[src/rtl/rcred_pkg.sv]
package rcred_pkg;
  // True when a register owned by pool `owner` charges counter `pool`.
  function automatic logic pool_hit(input int owner, input int pool);
    return (pool == 0) || (owner == pool);
  endfunction
endpackage

[src/rtl/rcred_demand.sv]
module rcred_demand #(
  parameter int LANES     = 4,
  parameter int NUM_POOLS = 4,
  parameter int PW        = 2,
  parameter int COST_W    = 3,
  parameter int REQ_W     = 6
) (
  input  logic [LANES-1:0]           q_valid,
  input  logic [LANES*PW-1:0]        q_pool,
  input  logic [LANES*COST_W-1:0]    q_cost,
  output logic [NUM_POOLS*REQ_W-1:0] req
);
  import rcred_pkg::*;

  for (genvar p = 0; p < NUM_POOLS; p++) begin : g_pool
    logic [REQ_W-1:0] acc;
    always_comb begin
      acc = '0;
      for (int l = 0; l < LANES; l++) begin
        if (q_valid[l] && pool_hit(int'(q_pool[l*PW +: PW]), p))
          acc = acc + REQ_W'(q_cost[l*COST_W +: COST_W]);
      end
    end
    assign req[p*REQ_W +: REQ_W] = acc;
  end
endmodule

[src/rtl/rcred_pool_ctr.sv]
module rcred_pool_ctr #(
  parameter int CNT_W   = 8,
  parameter int COST_W  = 3,
  parameter int PW      = 2,
  parameter int POOL_ID = 0
) (
  input  logic              clk,
  input  logic              rst_n,
  input  logic              alloc_en,
  input  logic [PW-1:0]     alloc_pool,
  input  logic [COST_W-1:0] alloc_cost,
  input  logic              alloc_nocharge,
  input  logic              free_en,
  input  logic [PW-1:0]     free_pool,
  input  logic [COST_W-1:0] free_cost,
  input  logic              free_nocharge,
  output logic [CNT_W-1:0]  used,
  output logic              uf_hit
);
  import rcred_pkg::*;

  localparam int W = CNT_W + 2;
  localparam logic [W-1:0] MAX_CNT = W'({CNT_W{1'b1}});

  logic [CNT_W-1:0] used_q, used_d;
  logic [W-1:0]     inc_amt, dec_amt, grow, diff;
  logic             upd_en;

  always_comb begin
    inc_amt = '0;
    dec_amt = '0;
    if (alloc_en && !alloc_nocharge && pool_hit(int'(alloc_pool), POOL_ID))
      inc_amt = W'(alloc_cost);
    if (free_en && !free_nocharge && pool_hit(int'(free_pool), POOL_ID))
      dec_amt = W'(free_cost);
    upd_en = (inc_amt != '0) || (dec_amt != '0);
    grow   = W'(used_q) + inc_amt;
    diff   = grow - dec_amt;
    uf_hit = grow < dec_amt;
    if (uf_hit)              used_d = '0;
    else if (diff > MAX_CNT) used_d = MAX_CNT[CNT_W-1:0];
    else                     used_d = diff[CNT_W-1:0];
  end

  always_ff @(posedge clk or negedge rst_n) begin
    if (!rst_n)      used_q <= '0;
    else if (upd_en) used_q <= used_d;
  end

  assign used = used_q;

  AST_BALANCED_HOLD: assert property (@(posedge clk) disable iff (!rst_n)
    (inc_amt == dec_amt) |=> $stable(used_q));
  AST_UNDERFLOW_CLAMP: assert property (@(posedge clk) disable iff (!rst_n)
    uf_hit |=> (used_q == '0));
endmodule

[src/rtl/rcred_tracker.sv]
module rcred_tracker #(
  parameter int NUM_POOLS = 4,
  parameter int LANES     = 4,
  parameter int CNT_W     = 8,
  parameter int COST_W    = 3,
  parameter logic [NUM_POOLS*CNT_W-1:0] POOL_CAP = {8'd4, 8'd0, 8'd6, 8'd12},
  localparam int PW    = (NUM_POOLS > 1) ? $clog2(NUM_POOLS) : 1,
  localparam int REQ_W = COST_W + $clog2(LANES + 1)
) (
  input  logic                       clk,
  input  logic                       rst_n,
  input  logic [LANES-1:0]           q_valid,
  input  logic [LANES*PW-1:0]        q_pool,
  input  logic [LANES*COST_W-1:0]    q_cost,
  input  logic                       alloc_en,
  input  logic [PW-1:0]              alloc_pool,
  input  logic [COST_W-1:0]          alloc_cost,
  input  logic                       alloc_nocharge,
  input  logic                       free_en,
  input  logic [PW-1:0]              free_pool,
  input  logic [COST_W-1:0]          free_cost,
  input  logic                       free_nocharge,
  output logic [NUM_POOLS-1:0]       stall_mask,
  output logic                       never_fit,
  output logic [NUM_POOLS*CNT_W-1:0] used_count,
  output logic                       underflow_err
);
  localparam int SW = ((CNT_W > REQ_W) ? CNT_W : REQ_W) + 1;

  logic [NUM_POOLS*REQ_W-1:0] req;
  logic [NUM_POOLS-1:0]       uf_vec, fatal_vec;
  logic                       uf_q, uf_d, uf_en;

  rcred_demand #(.LANES(LANES), .NUM_POOLS(NUM_POOLS), .PW(PW),
                 .COST_W(COST_W), .REQ_W(REQ_W)) u_demand (
    .q_valid(q_valid), .q_pool(q_pool), .q_cost(q_cost), .req(req));

  for (genvar p = 0; p < NUM_POOLS; p++) begin : g_pool
    localparam logic [CNT_W-1:0] CAP = POOL_CAP[p*CNT_W +: CNT_W];
    logic [CNT_W-1:0] used_p;
    logic [REQ_W-1:0] req_p;
    logic [SW-1:0]    total;

    rcred_pool_ctr #(.CNT_W(CNT_W), .COST_W(COST_W), .PW(PW), .POOL_ID(p)) u_ctr (
      .clk(clk), .rst_n(rst_n),
      .alloc_en(alloc_en), .alloc_pool(alloc_pool), .alloc_cost(alloc_cost),
      .alloc_nocharge(alloc_nocharge),
      .free_en(free_en), .free_pool(free_pool), .free_cost(free_cost),
      .free_nocharge(free_nocharge),
      .used(used_p), .uf_hit(uf_vec[p]));

    assign req_p = req[p*REQ_W +: REQ_W];
    assign total = SW'(used_p) + SW'(req_p);
    assign stall_mask[p] = (req_p != '0) && (CAP != '0) && (total > SW'(CAP));
    assign fatal_vec[p]  = (req_p != '0) && (CAP != '0) && (SW'(req_p) > SW'(CAP));
    assign used_count[p*CNT_W +: CNT_W] = used_p;
  end

  assign never_fit = |fatal_vec;

  always_comb begin
    uf_en = |uf_vec;
    uf_d  = 1'b1;
  end

  always_ff @(posedge clk or negedge rst_n) begin
    if (!rst_n)     uf_q <= 1'b0;
    else if (uf_en) uf_q <= uf_d;
  end

  assign underflow_err = uf_q;

  AST_FATAL_STALLS: assert property (@(posedge clk) disable iff (!rst_n)
    never_fit |-> (stall_mask != '0));
  AST_UF_STICKY: assert property (@(posedge clk) disable iff (!rst_n)
    underflow_err |=> underflow_err);
  AST_UF_RAISE: assert property (@(posedge clk) disable iff (!rst_n)
    (uf_vec != '0) |=> underflow_err);
endmodule

[config.mk]
export PLATFORM = sky130hd
export DESIGN_NAME = rcred_tracker
export DESIGN_NICKNAME = d
export VERILOG_FILES = /design/src/rtl/rcred_pkg.sv /design/src/rtl/rcred_demand.sv /design/src/rtl/rcred_pool_ctr.sv /design/src/rtl/rcred_tracker.sv
export SDC_FILE = /design/constraint.sdc
export NUM_CORES = 1
export LEC_CHECK = 0
export BUFFER_PORTS_ARGS = -buffer_cell sky130_fd_sc_hd__buf_2
export CAP_MARGIN = 20
export CORE_AREA = 2 2 125 127
export CTS_BUF_LIST = sky130_fd_sc_hd__clkbuf_4
export DETAILED_ROUTE_END_ITERATION = 7
export DIE_AREA = 0 0 127 129
export GPL_TIMING_DRIVEN = 0
export PLACE_DENSITY_LB_ADDON = 0.3
export SETUP_SLACK_MARGIN = 0.2
export SYNTH_ARGS = -nofsm -noshare
export SYNTH_HDL_FRONTEND = slang
export SYNTH_SLANG_ARGS = --single-unit
export TNS_END_PERCENT = 5
[constraint.sdc]
create_clock -name clk -period 7.7 [get_ports clk]
set_input_delay 1.155 -clock clk [delete_from_list [all_inputs] [get_ports clk]]
set_output_delay 1.155 -clock clk [all_outputs]
set_load 0.05 [all_outputs]
==> flow_metrics.tcl <==
set metrics [dict create \
    status "complete, no violations" \
    final_max_slew_viol_count 0 \
    worst_pin_slew_ns 0.788 \
    synth_top_area_share_pct 15.1 \
    core-area_sq_um 15000 \
    cts.sinks 33 \
    place_congestion 0.880 \
    post-route-min-period_ns 7.00 \
    synthTopCellsByCount "ha_1 (71), nor2_1 (62), nand2_1 (49)" \
    grt_max_degree 34 \
    synth_edf_count 0 \
    dieArea_sq_um 16400 \
    path_clk_slew_ns 0.14 \
    cts_made_buffers 5 \
    gr-total-overflow 0 \
    numPlacedInstances 980 \
    synth_warnings 0 \
    place_ws_ns 0.715 \
    critical-path-max-stage-delay_ns 0.48 \
    period_share_pct 90.9 \
    grt_pass1_wl_mm 25.2 \
    cts_setup_buffers 0 \
    yosysUniqueCellTypes 87 \
    relSlewSlack_pct 47.4 \
    viasPerCell 5.59 \
    seq_area_frac_synth_pct 14.0 \
    clock.fmax_mhz 143 \
    grt_setup_unrepaired "false" \
    share_comb_of_total_power_pct 72.8 \
    p_leak_nw 3.00 \
    syn-cell-area_sq_um 5890 \
    crit_path_end_kind "output pin" \
    rows 45 \
    syn_to_final_growth_pct 11.7 \
    setup_violations 0 \
    syn-mean-instance-area_sq_um 8.21 \
    cts.htree.levels 2 \
    syn_nets 849 \
    dr.pass1.iters 4 \
    synth_ff_type "dfrtp_1" \
    start_util_pct 39.4 \
    cts-resized-gates 0 \
    wl_per_cell_um 15.2 \
    cts_tree "built" \
    fin_skew_ns 0.0316 \
    die_w_um 127 \
    dpl_cell_area_sq_um 6500 \
    drive_above_1_share_pct 18.0 \
    io_buffers 74 \
    fin_util_pct 44.0 \
    io_pins 78 \
    cp_cell_sequence "buf_2 > and2_1 > ha_1 > fa_1 > nand2_1 > o21ai_0 > inv_1 > fa_1 > xnor2_1 > mux2_2 > ha_1 > nor2b_1 > o21ai_0 > nor2b_1 > mux2i_1 > o22ai_1 > ha_1 > nand4b_1 > nand2_1 > a21oi_1 > o32ai_1 > a22oi_1 > buf_2" \
    p_per_area_nw_per_um2 288 \
    antenna_found_initial 1 \
    cts_root_buffer "clkbuf_4" \
    nets 930 \
    start_kind "input port" \
    peakVddDrop_uv 146 \
    ys_async_sr_fraction_pct 100 \
    path_common_cell "ha_1" \
    synth_most_common_cell "ha_1" \
    yosys.area.top_type "ha_1" \
    die_h_um 129 \
    vias 5530 \
    ant_nets 0 \
    swShare_pct 57.2 \
    hold_viol 0 \
    slowest_stage "fa_1" \
    worst_ep_required_time_ns 6.55 \
    synthTopCellsByArea "ha_1 (15%), dfrtp_1 (14%), fa_1 (6.8%), nor2_1 (3.9%), a21oi_1 (3.8%)" \
    grtUsageTotal_pct 18.5 \
    fin_tns_setup_ns 0 \
    fin_cells 989 \
    drc_errors 0 \
    postCtsHoldBufs 0 \
    hold_path.class "register to register" \
    clock_power_share_pct 7.4 \
    dp_hpwl_mm 12.3 \
    p_sw_mw 1.08 \
    final_area_sq_um 6590 \
    crit_fanout 7 \
    intPower_mw 0.811 \
    grt_pass1_vias 5234 \
    initialDrtViolationCount 245 \
    netlist_instances 718 \
    crit_arrival_ns 5.84 \
    clock_latency_ns 0.37 \
    setup_slack_ns 0.704 \
    seqPwrFrac_pct 19.8 \
    drt_wl_total_mm 15.0 \
    crit_type "input port to output pin" \
    cts.path.max_buffers 2 \
    maxCapViolCount 0 \
    synth-seq-cells 33 \
]
layout make-up:
class	count	area [sq um]
Antenna cell	1	2.50
Buffer	23	128
Timing Repair Buffer	74	370
Clock inverter	3	46.3
Sequential cell	33	826
Fill cell	1572	8390
Multi-Input combinational cell	624	4800
Tap cell	188	235
Clock buffer	5	37.5
Inverter	38	143
power groups by stage:
stage | clock (mW) | sequential (mW) | combinational, mW
2_1_floorplan | 0 | 0.597 | 0.843
3_3_place_gp | 0 | 0.379 | 1.36
3_5_place_dp | 0 | 0.380 | 1.38
6_report | 0.140 | 0.375 | 1.38
4_1_cts | 0.145 | 0.376 | 1.39
5_1_grt | 0.154 | 0.391 | 1.52
stage by stage:
stage               hold slack (ns)  total power [mW]
finish                        0.568              1.90
global route                  0.594              2.07
CTS                           0.583              1.91
detailed placement            0.545              1.76
global placement              0.542              1.74
floorplan                     0.799              1.44
layout by cell type (no fill, tap or decap), drive strengths merged, types with 23 or more instances in the layout:
| cell type | instances |
|---|---|
| dfrtp | 33 |
| o21ai | 35 |
| and2 | 23 |
| nor2 | 63 |
| buf | 84 |
| inv | 38 |
| nand2 | 49 |
| ha | 71 |
| a21oi | 50 |
routing by layer:
metal,track usage [%],routed length (um),vias to the layer above
met3,1.75,493,23
met5,0,0,-
met1,25.4,7270,2570
met4,5.56,314,0
met2,31.1,6950,114
li1,-,-,2823
worst paths after layout:
kind / from / slack (ns) / to / cells after the start
setup / recovery: q_valid[0] / 0.70 / stall_mask[0] / 23
hold / removal: underflow_err / 0.57 / underflow_err / 2
setup reg to reg: g_pool[1].u_ctr.used[0] / 4.13 / g_pool[1].u_ctr.used[0] / 10
hold reg to reg: underflow_err / 0.57 / underflow_err / 2
max in group asynchronous: rst_n / 6.31 / g_pool[0].u_ctr.used[7] / 1
min in group asynchronous: rst_n / 0.84 / g_pool[1].u_ctr.used[4] / 1
worst max-delay path, delay by kind of cell:
kind | cells | cell delay, ns
fa+ha+maj | 5 | 1.81
compound gates | 6 | 1.05
buf+inv | 3 | 0.54
simple gates | 6 | 0.69
xor+xnor | 1 | 0.14
mux | 2 | 0.44
cell families after synthesis:
group	after synthesis	synth area share [%]
simple gates	271	25.0
compound gates	195	23.6
fa+ha+maj	91	21.9
buf+inv	61	4.59
xor+xnor	34	5.05
flops	33	14.0
mux	32	5.79
other cells	1	0.0636
sequential cells by signal, indices dropped and copies added, names as in the netlist:
register and count:
underflow_err 1, g_pool.u_ctr.used 32
(Power assumes the default switching activity.)
